File: config.mk
export PLATFORM = sky130hd
export DESIGN_NAME = lpi_pend_engine
export DESIGN_NICKNAME = d
export VERILOG_FILES = /design/src/rtl/lpi_pend_pkg.sv /design/src/rtl/lpi_req_filter.sv /design/src/rtl/lpi_byte_merge.sv /design/src/rtl/lpi_pend_engine.sv
export SDC_FILE = /design/constraint.sdc
export NUM_CORES = 1
export LEC_CHECK = 0
export BUFFER_PORTS_ARGS = -buffer_cell sky130_fd_sc_hd__buf_2
export CAP_MARGIN = 20
export CORE_MARGIN = 2
export CORE_UTILIZATION = 42
export CTS_BUF_LIST = sky130_fd_sc_hd__clkbuf_8
export DETAILED_ROUTE_END_ITERATION = 8
export PLACE_DENSITY = 0.71
export SYNTH_ARGS = -nofsm -noshare
export SYNTH_HDL_FRONTEND = slang
export SYNTH_SLANG_ARGS = --single-unit
File: constraint.sdc
create_clock -name clk -period 4.8 [get_ports clk]
set_input_delay 0.72 -clock clk [delete_from_list [all_inputs] [get_ports clk]]
set_output_delay 0.72 -clock clk [all_outputs]
set_load 0.005 [all_outputs]
File: src/rtl/lpi_pend_pkg.sv
// Package: shared types for the pending-bit set/clear engine.
// Assumes: nothing beyond IEEE 1800-2017.
package lpi_pend_pkg;

    // Sequencer states of the read-modify-write engine.
    typedef enum logic [2:0] {
        ST_IDLE  = 3'd0,
        ST_READ  = 3'd1,
        ST_WAIT  = 3'd2,
        ST_CMP   = 3'd3,
        ST_WRITE = 3'd4,
        ST_DONE  = 3'd5
    } eng_state_t;

    // Requested bit operation.
    typedef enum logic {
        OP_SET = 1'b0,
        OP_CLR = 1'b1
    } bit_op_t;

endpackage

File: src/rtl/lpi_req_filter.sv
// Module: lpi_req_filter
// Decides whether a register write is acted on, and where its bit lives.
// Assumes: the ID is the low 32 bits of the data; the width field is clamped
// to MAX_ID_BITS; the table base keeps address bits [ADDR_W-1:BASE_LO].
module lpi_req_filter #(
    parameter int DATA_W      = 64,
    parameter int ID_W        = 32,
    parameter int ADDR_W      = 52,
    parameter int BASE_LO     = 16,
    parameter int MAX_ID_BITS = 15
) (
    input  logic [DATA_W-1:0] data,
    input  logic              enable,
    input  logic [4:0]        id_bits,
    input  logic [DATA_W-1:0] base,
    output logic              take,
    output logic [ADDR_W-1:0] byte_addr,
    output logic [2:0]        bit_idx
);
    localparam int LIM_W = ID_W + 1;

    logic [ID_W-1:0]  id;
    logic [4:0]       eff_bits;
    logic [LIM_W-1:0] largest;

    // Clamp the width field and derive the largest implemented ID.
    always_comb begin
        id       = data[ID_W-1:0];
        eff_bits = (int'(id_bits) > MAX_ID_BITS) ? 5'(MAX_ID_BITS) : id_bits;
        largest  = (LIM_W'(1) << (eff_bits + 5'd1)) - LIM_W'(1);
    end

    // Accept only while enabled and within the implemented range.
    always_comb take = enable && ({1'b0, id} <= largest);

    // Byte address: aligned base plus ID/8; bit index is ID%8.
    always_comb begin
        byte_addr = {base[ADDR_W-1:BASE_LO], {BASE_LO{1'b0}}}
                  + ADDR_W'(id[ID_W-1:3]);
        bit_idx   = id[2:0];
    end

endmodule

File: src/rtl/lpi_byte_merge.sv
// Module: lpi_byte_merge
// Applies a set or clear to one bit of a byte and reports whether it changed.
// Assumes: purely combinational; the caller registers the result.
module lpi_byte_merge #(
    parameter int BYTE_W = 8
) (
    input  logic [BYTE_W-1:0]         old_byte,
    input  logic [$clog2(BYTE_W)-1:0] idx,
    input  lpi_pend_pkg::bit_op_t     op,
    output logic [BYTE_W-1:0]         new_byte,
    output logic                      changed
);
    import lpi_pend_pkg::*;

    logic [BYTE_W-1:0] mask;

    // Build a one-hot mask for the selected bit position.
    always_comb begin
        mask = '0;
        for (int i = 0; i < BYTE_W; i++) begin
            if (idx == ($clog2(BYTE_W))'(i)) mask[i] = 1'b1;
        end
    end

    // Merge the new bit value and flag a real change.
    always_comb begin
        new_byte = (op == OP_CLR) ? (old_byte & ~mask) : (old_byte | mask);
        changed  = (new_byte != old_byte);
    end

endmodule

File: src/rtl/lpi_pend_engine.sv
// Module: lpi_pend_engine (top)
// Sequences idle, read, wait, compare, write, done for one set/clear request
// at a time. Pulses the arbiter update request only after a real change.
// Assumes: memory answers a one-cycle read request with one rd_valid pulse;
// a write request is held until a one-cycle acknowledge.
module lpi_pend_engine #(
    parameter int DATA_W      = 64,
    parameter int ID_W        = 32,
    parameter int ADDR_W      = 52,
    parameter int BASE_LO     = 16,
    parameter int MAX_ID_BITS = 15,
    parameter int BYTE_W      = 8
) (
    input  logic              clk,
    input  logic              rst_n,
    input  logic              req_valid,
    output logic              req_ready,
    input  logic              req_clr,
    input  logic [DATA_W-1:0] req_data,
    input  logic              lpi_en,
    input  logic [4:0]        id_bits,
    input  logic [DATA_W-1:0] pend_base,
    output logic              mem_rd_req,
    output logic [ADDR_W-1:0] mem_addr,
    input  logic              mem_rd_valid,
    input  logic [BYTE_W-1:0] mem_rd_data,
    output logic              mem_wr_req,
    output logic [BYTE_W-1:0] mem_wr_data,
    input  logic              mem_wr_ack,
    output logic              upd_req
);
    import lpi_pend_pkg::*;

    localparam int IDX_W = $clog2(BYTE_W);

    eng_state_t        state_q;
    bit_op_t           op_q;
    logic [ADDR_W-1:0] addr_q;
    logic [IDX_W-1:0]  idx_q;
    logic [BYTE_W-1:0] rd_byte_q;
    logic [BYTE_W-1:0] wr_byte_q;

    logic              f_take;
    logic [ADDR_W-1:0] f_addr;
    logic [2:0]        f_idx;
    logic [BYTE_W-1:0] m_new;
    logic              m_changed;

    lpi_req_filter #(
        .DATA_W(DATA_W), .ID_W(ID_W), .ADDR_W(ADDR_W),
        .BASE_LO(BASE_LO), .MAX_ID_BITS(MAX_ID_BITS)
    ) u_filter (
        .data(req_data), .enable(lpi_en), .id_bits(id_bits),
        .base(pend_base), .take(f_take), .byte_addr(f_addr), .bit_idx(f_idx)
    );

    lpi_byte_merge #(.BYTE_W(BYTE_W)) u_merge (
        .old_byte(rd_byte_q), .idx(idx_q), .op(op_q),
        .new_byte(m_new), .changed(m_changed)
    );

    // Sequencer and request capture.
    always_ff @(posedge clk) begin
        if (!rst_n) begin
            state_q   <= ST_IDLE;
            op_q      <= OP_SET;
            addr_q    <= '0;
            idx_q     <= '0;
            rd_byte_q <= '0;
            wr_byte_q <= '0;
        end else begin
            case (state_q)
                ST_IDLE: if (req_valid && f_take) begin
                    op_q    <= req_clr ? OP_CLR : OP_SET;
                    addr_q  <= f_addr;
                    idx_q   <= IDX_W'(f_idx);
                    state_q <= ST_READ;
                end
                ST_READ: state_q <= ST_WAIT;
                ST_WAIT: if (mem_rd_valid) begin
                    rd_byte_q <= mem_rd_data;
                    state_q   <= ST_CMP;
                end
                ST_CMP: begin
                    wr_byte_q <= m_new;
                    state_q   <= m_changed ? ST_WRITE : ST_IDLE;
                end
                ST_WRITE: if (mem_wr_ack) state_q <= ST_DONE;
                ST_DONE:  state_q <= ST_IDLE;
                default:  state_q <= ST_IDLE;
            endcase
        end
    end

    // Port outputs decoded from the sequencer state.
    always_comb begin
        req_ready   = (state_q == ST_IDLE);
        mem_rd_req  = (state_q == ST_READ);
        mem_wr_req  = (state_q == ST_WRITE);
        mem_addr    = addr_q;
        mem_wr_data = wr_byte_q;
        upd_req     = (state_q == ST_DONE);
    end

    // the read request lasts one cycle.
    a_r11_rd_single: assert property (@(posedge clk) disable iff (!rst_n)
        mem_rd_req |=> !mem_rd_req);

    // write data is held while the acknowledge is outstanding.
    a_r11_wr_hold: assert property (@(posedge clk) disable iff (!rst_n)
        (mem_wr_req && !mem_wr_ack) |=> $stable(mem_wr_data));

    // the update request follows a sampled write acknowledge.
    a_r9_upd_after_ack: assert property (@(posedge clk) disable iff (!rst_n)
        upd_req |-> $past(mem_wr_ack));

    // the update request is a single-cycle pulse.
    a_r9_upd_one: assert property (@(posedge clk) disable iff (!rst_n)
        upd_req |=> !upd_req);

    // no new write is taken while memory work is pending.
    a_r10_busy: assert property (@(posedge clk) disable iff (!rst_n)
        (mem_wr_req || mem_rd_req) |-> !req_ready);

    // a write taken while disabled starts no read.
    a_r2_disabled: assert property (@(posedge clk) disable iff (!rst_n)
        (req_valid && req_ready && !lpi_en) |=> !mem_rd_req);

    // a write always changes the byte that was read.
    a_r8_real_change: assert property (@(posedge clk) disable iff (!rst_n)
        mem_wr_req |-> (mem_wr_data != rd_byte_q));

endmodule

== Yosys cells after proc, flatten, opt, wreduce, memory -nomap -nowiden ==
Cells that the tools add are included.
Operators by class
  add/sub/neg operators: 3
  magnitude comparators: 2
  equality and inequality tests: 16
  shift operators: 1
  mux-type cells: 16
  bitwise logic cells: 3
  reduce and logical (&&, ||, !) cells: 7
Operator list (number)
  $add 52x29->52: 1
  $le 32x33->1: 1
  $shl 1x5->33 const A: 1
  $sub 33x2->33 const B: 1
  $eq 3x3->1 const B: 6
  $pmux 3 s5: 1
  $eq 3x2->1 const B: 4
  $mux 3: 4
  $mux 1: 9
  $and 8x8->8: 1
  $mux 8: 1
  $ne 8x8->1: 1
  $not 8->8: 1
  $or 8x8->8: 1
  $eq 3x1->1 const B: 2
  $logic_not 3->1: 2
  $add 5x1->5 const B: 1
  $gt 5x4->1 const B: 1
  $mux 5: 1
  $ne 2x1->1 const B: 2
  $reduce_and 2->1: 2
  $reduce_and 3->1: 1
  $logic_and 1x1->1: 2
  $ne 2x2->1 const B: 1
Word-level totals
  flip-flop bits (word level): 75
  bits of input ports: 148
  logic and storage cells: 54

== Longest topological paths before layout ==
Gate-level depths: netlist (run 1).
  word-level depth: 10
  gate-level depth with buffers: 19
  gate-level depth less buffers: 15

== Modules after synthesis ==
A second synthesis (run 1) with hierarchy kept.
Second synthesis, totals
  cells, all modules: 713
  area, all modules: 5926.9 um2
By module, submodules not included
  lpi_pend_engine: times used 1, cells each 318, area each 3064.2 um2, seq. area each 1501.4 um2
  lpi_req_filter: times used 1, cells each 339, area each 2499.9 um2, seq. area each 0.0 um2
  lpi_byte_merge: times used 1, cells each 56, area each 362.8 um2, seq. area each 0.0 um2

== Worst setup path before layout (run 1) ==
Ideal clock, no wire load.
  kind: in2reg
  start point: in id_bits[4]
  end point: reg addr_q[10] (netlist: mem_addr[10])
  library setup time: 128 ps
  arrival: 4037 ps
  path slack: 636 ps
  cell stages on the path: 18
  path through: clkbuf_1 nor2_1 clkbuf_1 nand2_1 ha_1 clkbuf_1 nor3b_1 mux2_2 a21boi_0 ha_1 a21oi_1 o21ai_0 a221oi_1 o22ai_2 o21ai_2 buf_4 mux2i_1 nor2_1
On the way
  word-level cells in the longest chain between the ends: 9
Ends and longest elaborated chain
  from (decl): RTL line lpi_pend_engine.sv:21  | input logic [4:0] id_bits,
  $gt 5x4->1: RTL line lpi_req_filter.sv:29  | eff_bits = (int'(id_bits) > MAX_ID_BITS) ? 5'(MAX_ID_BITS) : id_bits;
  $mux 5 (*): RTL line lpi_req_filter.sv:29
  $add 5x1->5 (*): RTL line lpi_req_filter.sv:30  | largest = (LIM_W'(1) << (eff_bits + 5'd1)) - LIM_W'(1);
  $shl 1x5->33 (*): RTL line lpi_req_filter.sv:30
  $sub 33x2->33 (*): RTL line lpi_req_filter.sv:30
  $le 32x33->1 (*): RTL line lpi_req_filter.sv:34  | always_comb take = enable && ({1'b0, id} <= largest);
  $logic_and 1x1->1 (*): RTL line lpi_req_filter.sv:34
  $logic_and 1x1->1 (*): RTL line lpi_pend_engine.sv:73  | ST_IDLE: if (req_valid && f_take) begin
  $reduce_and 2->1 (no source line) (*)
  to (signal assigned): RTL line lpi_pend_engine.sv:75  | addr_q <= f_addr;
  to (decl): RTL line lpi_pend_engine.sv:38  | logic [ADDR_W-1:0] addr_q;
Every way passes the cells marked *; elsewhere a longest branch is shown, timed or not.
A chain may end at the register's enable or synchronous reset.

== Worst setup path after layout (run 1) ==
  start point: in id_bits[2]
  end point: reg state_q[0]
On the way
  word-level cells in the longest chain between the ends: 10
Ends and longest elaborated chain
  $gt 5x4->1: RTL line lpi_req_filter.sv:29
  $mux 5 (*): RTL line lpi_req_filter.sv:29
  $add 5x1->5 (*): RTL line lpi_req_filter.sv:30
  $shl 1x5->33 (*): RTL line lpi_req_filter.sv:30
  $sub 33x2->33 (*): RTL line lpi_req_filter.sv:30
  $le 32x33->1 (*): RTL line lpi_req_filter.sv:34
  $logic_and 1x1->1 (*): RTL line lpi_req_filter.sv:34
  $logic_and 1x1->1 (*): RTL line lpi_pend_engine.sv:73
  $ne 2x1->1 (no source line) (*)
  $reduce_and 3->1 (no source line) (*)
  to (signal assigned): RTL line lpi_pend_engine.sv:86  | state_q <= m_changed ? ST_WRITE : ST_IDLE;
  to (decl): RTL line lpi_pend_engine.sv:36  | eng_state_t state_q;
Marked as above.

==> results of run 1 <==
[placed cells by master (no fill, tap or decap), drive strengths merged, types with 4 or more instances in the layout]
cell type	netlist	layout
nand4	16	16
a21oi	62	62
nand2b	4	4
buf	10	158
clkbuf	25	11
nor3b	4	4
conb	1	10
dfxtp	75	75
nand3	19	19
o21ai	42	42
a21boi	5	5
nor3	9	9
mux2i	42	42
o21a	7	7
nor2b	6	6
or3	8	8
inv	12	12
o31ai	5	5
nand2	34	34
xor2	9	9
a21o	8	8
a31oi	6	6
xnor2	20	20
ha	46	46
and2	5	5
nor2	79	79
a211oi	11	11
[metrics by stage]
step / power [mW] / area [sq um] / hold WS (ns)
after global routing: 1.702 / 6197 / 0.4931
after CTS: 1.623 / 6197 / 0.4772
after detailed placement: 1.107 / 5996 / 0.4639
after floorplan: 0.9661 / 5145 / 0.4619
after global placement: 1.092 / 5996 / 0.4532
final: 1.606 / 6197 / 0.4721
[cell type report]
cell class | count | area [sq um] | share of cell area, %
clock buffer | 11 | 151.4 | 2.443
timing repair buffer | 158 | 820.8 | 13.24
sequential | 75 | 1501 | 24.23
inverter | 13 | 48.80 | 0.7874
tap | 147 | 183.9 | 2.968
clock inverter | 4 | 50.05 | 0.8076
multi-input combinational | 504 | 3441 | 55.52
[worst max-delay path: stages]
cell       delay, ns
buf_2           0.18
nor3_2          0.20
nand2_1         0.08
ha_1            0.30
nor3b_1         0.34
mux2_2          0.21
a21boi_0        0.09
ha_1            0.30
a21oi_1         0.13
o21ai_0         0.12
a221oi_1        0.37
o22ai_2         0.17
o31ai_1         0.45
a221oi_1        0.14
a2111oi_0       0.37
[routing by layer]
| metal | GRT usage [%] | vias up | routed length, um |
|---|---|---|---|
| met1 | 25.31 | 2260 | 5993 |
| met3 | 3.600 | 22 | 466 |
| li1 | - | 2534 | - |
| met5 | 0 | - | 0 |
| met4 | 9.106 | 0 | 293 |
| met2 | 35.24 | 122 | 6358 |
[flip-flops by register name (all words and copies together), names as in the netlist]
signal	flops
mem_wr_data	8
idx_q	3
op_q	1
mem_addr	52
state_q	3
rd_byte_q	8
[cells by family (layout without fill, tap and decap cells)]
kind of cell,Yosys count,count (layout),synth area share [%]
other,1,10,0.07337
adders and majority gates,47,47,11.65
and+or+nand+nor,202,202,19.22
AOI/OAI and AO/OA,172,172,21.71
DFF,75,75,29.38
xor gates and xnor gates,29,29,4.970
buffers and inverters,48,186,4.112
muxes,44,44,8.886
[worst max path at each step]
stage / from / to / cells past startpoint
after floorplan: id_bits[4] / mem_addr[10] / 18
after global routing: id_bits[2] / state_q[0] / 15
after global placement: id_bits[2] / state_q[0] / 15
after detailed placement: id_bits[2] / state_q[0] / 15
after CTS: id_bits[2] / state_q[0] / 15
final: id_bits[2] / state_q[0] / 15
[power breakdown]
part           switching [mW]  internal [mW]
combinational           0.217          0.185
sequential             0.0292          0.662
clock                   0.248          0.265
==> reports/metrics.cfg, run 1 <==
[outcome]
status=complete, no violations

[setup_path]
r2r_slack_ns=2.43
reg2regPathDepth=6
required_ns=5.05
r2r_start=state_q[1]
r2r-end=mem_addr[4]
crit_type=input port to flip-flop
start_kind=input port
crit_path_max_fanout=16
end_kind=flip-flop
worstPathArrival_ns=4.18

[timing]
setup_slack_ns=0.8723
hold_viol=0
max_freq_mhz=254.6
finalSetupViolations=0
fin_crit_ns=3.928
tightestPinTransition_ns=0.6764
fin_tns_setup_ns=0
timing.final.crit_share_pct=81.83
slew_viol_final=0
rsz0062_at_grt=no
finClkSkew_ns=0.007308
relSlewSlack_pct=54.49

[floorplanning]
coreArea_sq_um=11960
die_area_sq_um=13070
fp.dieW_um=114.3
start_util_pct=42.73
die_h_um=114.3
pin_count=212
fp-row-count=40

[grt]
grt_pass1_wl_um=21720
grt_pass1_vias=4695
antenna_found_initial=0
grt_max_degree=60
overflow=0
grtUsageTotal_pct=20.58

[synthesis]
synth_edf_count=0
synth_largest_area_cell=dfxtp_1
netlist_instances=618
yosys_warnings=0
yosys-top-cells-area=dfxtp_1, ha_1, mux2i_1
syn_avg_cell_area_sq_um=8.270
synth_seq_area_share_pct=29.38
netlist_area_sq_um=5111
ys_seq_elements=75
yosys.area.top_type_share_pct=29.38
synth_flop_cell=dfxtp_1
synthArstFlopShare_pct=0
synthDistinctLibCells=71
yosysMostFrequentCell=nor2_1
synth_common_cells=nor2_1, dfxtp_1, a21oi_1

[route]
viasPerCell=5.414
dr.first_iter.drc_count=218
wirelength_um=13110
routedWlPerCell_um=14.38
drt_first_pass_iters=4
postRouteAntennaNets=0
drc_errors=0
via_count=4938

[power]
powerDensity_nw_per_um2=259.1
leakage_nw=2.694
irDropWorstVdd_uv=127.9

[placed_design]
dpl.cell_count=897
portBuffers=151
place.gp.congestion=0.8769
pre_cts_ws_ns=0.4884
dp_hpwl_um=10160

[cts]
numCtsBuffers=9
clock_sinks=75
root_buffer=clkbuf_8
clockBufferDepth=2
cts-htree-levels=3
post_cts_resized=0
post_cts_buffers=0
cts_tree=built
clk_latency_ns=0.37
hold_buffers=0
cts.clk_slew.worst_paths_ns=0.08

[final_layout]
fin_util_pct=51.81
drive_above_1_share_pct=24.97
fillers=1174
syn_to_final_growth_pct=21.25
nets=956
final_cell_count_no_fill=912
antennaDiodeCount=0

[worst_hold_path]
min_to=mem_addr[34]
hp-start=mem_addr[34]
hold_class=flip-flop to flip-flop
hold_depth=2

[job]
drv_cap=0

(Power assumes the default switching activity.)
==> inputs of run 2 (changes only) <==
Settings changed: PLACE_DENSITY 0.71 to 0.74.
Clock period 4.8 ns to 3.6 ns, I/O delays scaled along.
==> run 2 against run 1 <==
Effect of this change:
- non-clock buffer count grew 15
- clock power grew 46%
- first-iteration DRC count grew 13%
- critical path depth grew 1
- combinational power grew 36%
- routed wire length shrank 3.1%
- sequential cell count is the same
- register-to-register slack lost 1.2 ns
- global-route usage shrank 1.1 points
- sequential share of layout area shrank 0.64 points
- hold slack lost 0.065 ns
- critical path type unchanged
- largest power group unchanged
==> reports/metrics.cfg, run 2 (synthesis gave the netlist of run 1 again) <==
[route]
dr.first_iter.drc_count=246
routedWlPerCell_um=13.69
postRouteAntennaNets=0
viasPerCell=5.296
wirelength_um=12700
drt_first_pass_iters=4
drc_errors=0
via_count=4915

[timing]
tightestPinTransition_ns=0.7107
fin_crit_ns=3.369
max_freq_mhz=296.8
finClkSkew_ns=0.009271
timing.final.crit_share_pct=93.59
rsz0062_at_grt=no
finalSetupViolations=0
hold_viol=0
fin_tns_setup_ns=0
relSlewSlack_pct=52.19
whs_ns=0.4068
slew_viol_final=0

[cts]
numCtsBuffers=9
root_buffer=clkbuf_8
clockBufferDepth=2
cts.clk_slew.worst_paths_ns=0.08
cts-htree-levels=3
cts_tree=built
clk_latency_ns=0.36
clock_sinks=75

[final_layout]
nets=971
antennaDiodeCount=0
final_common_cell=buf_2
syn_to_final_growth_pct=24.53
largest_register_ffs=52
final_cell_mix=buf_2, nor2_1, dfxtp_1
final_cell_count_no_fill=928
drive_above_1_share_pct=26.63

[grt]
antenna_found_initial=0
grt_pass1_wl_um=20580
grt_pass1_vias=4461
grtUsageTotal_pct=19.47
overflow=0
grt_max_degree=40

[floorplanning]
die_h_um=114.3
pin_count=212
fp-row-count=40
fp.dieW_um=114.3
start_util_pct=42.73
coreArea_sq_um=11960
die_area_sq_um=13070

[worst_hold_path]
hold_depth=3
hold_class=input port to flip-flop

[setup_path]
cp_slowest_cell=a221oi_1
cpPeakStageDelay_ns=0.37
crit_cells=16
reg2regPathDepth=6
start_kind=input port
path_cells=buf_2, nor3_2, nand2_1, ha_1, nor3b_2, a22o_1, a21boi_0, ha_1, a21oi_1, o21ai_0, a221oi_1, o22ai_2, o31ai_1, buf_4, a221oi_1, a2111oi_0
end_kind=flip-flop
crit_path_max_fanout=8
critPathTopFamily=compound AO/OA/AOI/OAI gates
crit_buf_inv=2
required_ns=3.86
worstPathArrival_ns=3.63
crit_type=input port to flip-flop

[outcome]
status=complete, no violations

[power]
total_power_mw=2.220
irDropWorstVdd_uv=400.9
swShare_pct=30.02
power.switching_mw=0.6665
internal-power_mw=1.554
powerDensity_nw_per_um2=348.8
leakage_nw=2.793
p_comb_share_pct=24.7
pwr-share-seq_pct=41.6
pwr-share-clk_pct=33.8

[placed_design]
place.gp.congestion=0.8445
dpl.cell_count=912
dp_hpwl_um=9743
portBuffers=151

[job]
drv_cap=0

run 2: per-stage QoR:
stage                     utilization, %  setup WS (ns)  area (sq um)
after floorplan                        -        0.02560          5182
after global placement             51.28        -0.1786          6133
after detailed placement           51.28        -0.1890          6133
after CTS                          53.18         0.2075          6361
after global routing               53.21        0.02673          6365
final                              53.21         0.2306          6365
run 2: final cells by class:
| cell class | count | area (sq um) |
|---|---|---|
| Clock buffer | 10 | 137.6 |
| Clock inverter | 6 | 90.09 |
| Fill cell | 1180 | 5597 |
| Inverter | 13 | 48.80 |
| Multi-Input combinational cell | 504 | 3453 |
| Sequential cell | 75 | 1501 |
| Tap cell | 147 | 183.9 |
| Timing Repair Buffer | 173 | 949.7 |
run 2: layer usage:
| layer | vias up | GRT usage [%] | wire length (um) | part of all wire [%] |
|---|---|---|---|---|
| li1 | 2562 | - | - | - |
| met2 | 110 | 31.75 | 5859 | 46 |
| met5 | - | 0 | 0 | 0 |
| met3 | 14 | 5.717 | 645 | 5.1 |
| met1 | 2229 | 25.23 | 6065 | 48 |
| met4 | 0 | 5.122 | 132 | 1.0 |
run 2: timing repair:
| action | in CTS | in global routing |
|---|---|---|
| hold buffers | 0 | 0 |
| resized for setup | 0 | 2 |
| buffers inserted | 0 | 0 |
| setup endpoints to repair | 0 | 7 |
| hold endpoints to repair | 0 | 0 |
run 2: worst register-to-register path: stages, from the launching register on:
cell      delay [ns]
dfxtp_1         0.40
nor4_1          0.67
nand4b_1        0.30
o21ai_4         0.33
buf_12          0.25
mux2i_1         0.22
nor2_1          0.05
run 2: power by group through the flow:
stage               Sequential (mW)  Clock [mW]  Combinational (mW)
floorplan                     0.931           0               0.363
global placement              0.940           0               0.541
detailed placement            0.941           0               0.548
CTS                           0.923       0.782               0.551
global route                  0.930       0.814               0.619
finish                        0.923       0.750               0.548
run 2: final timing paths:
path                                      from      endpoint  slack, ns
worst max-delay path                id_bits[1]    state_q[0]       0.23
worst min-delay path            mem_rd_data[2]  rd_byte_q[2]       0.41
worst max register to register      state_q[1]  mem_addr[16]       1.25
worst min register to register    mem_addr[34]  mem_addr[34]       0.47
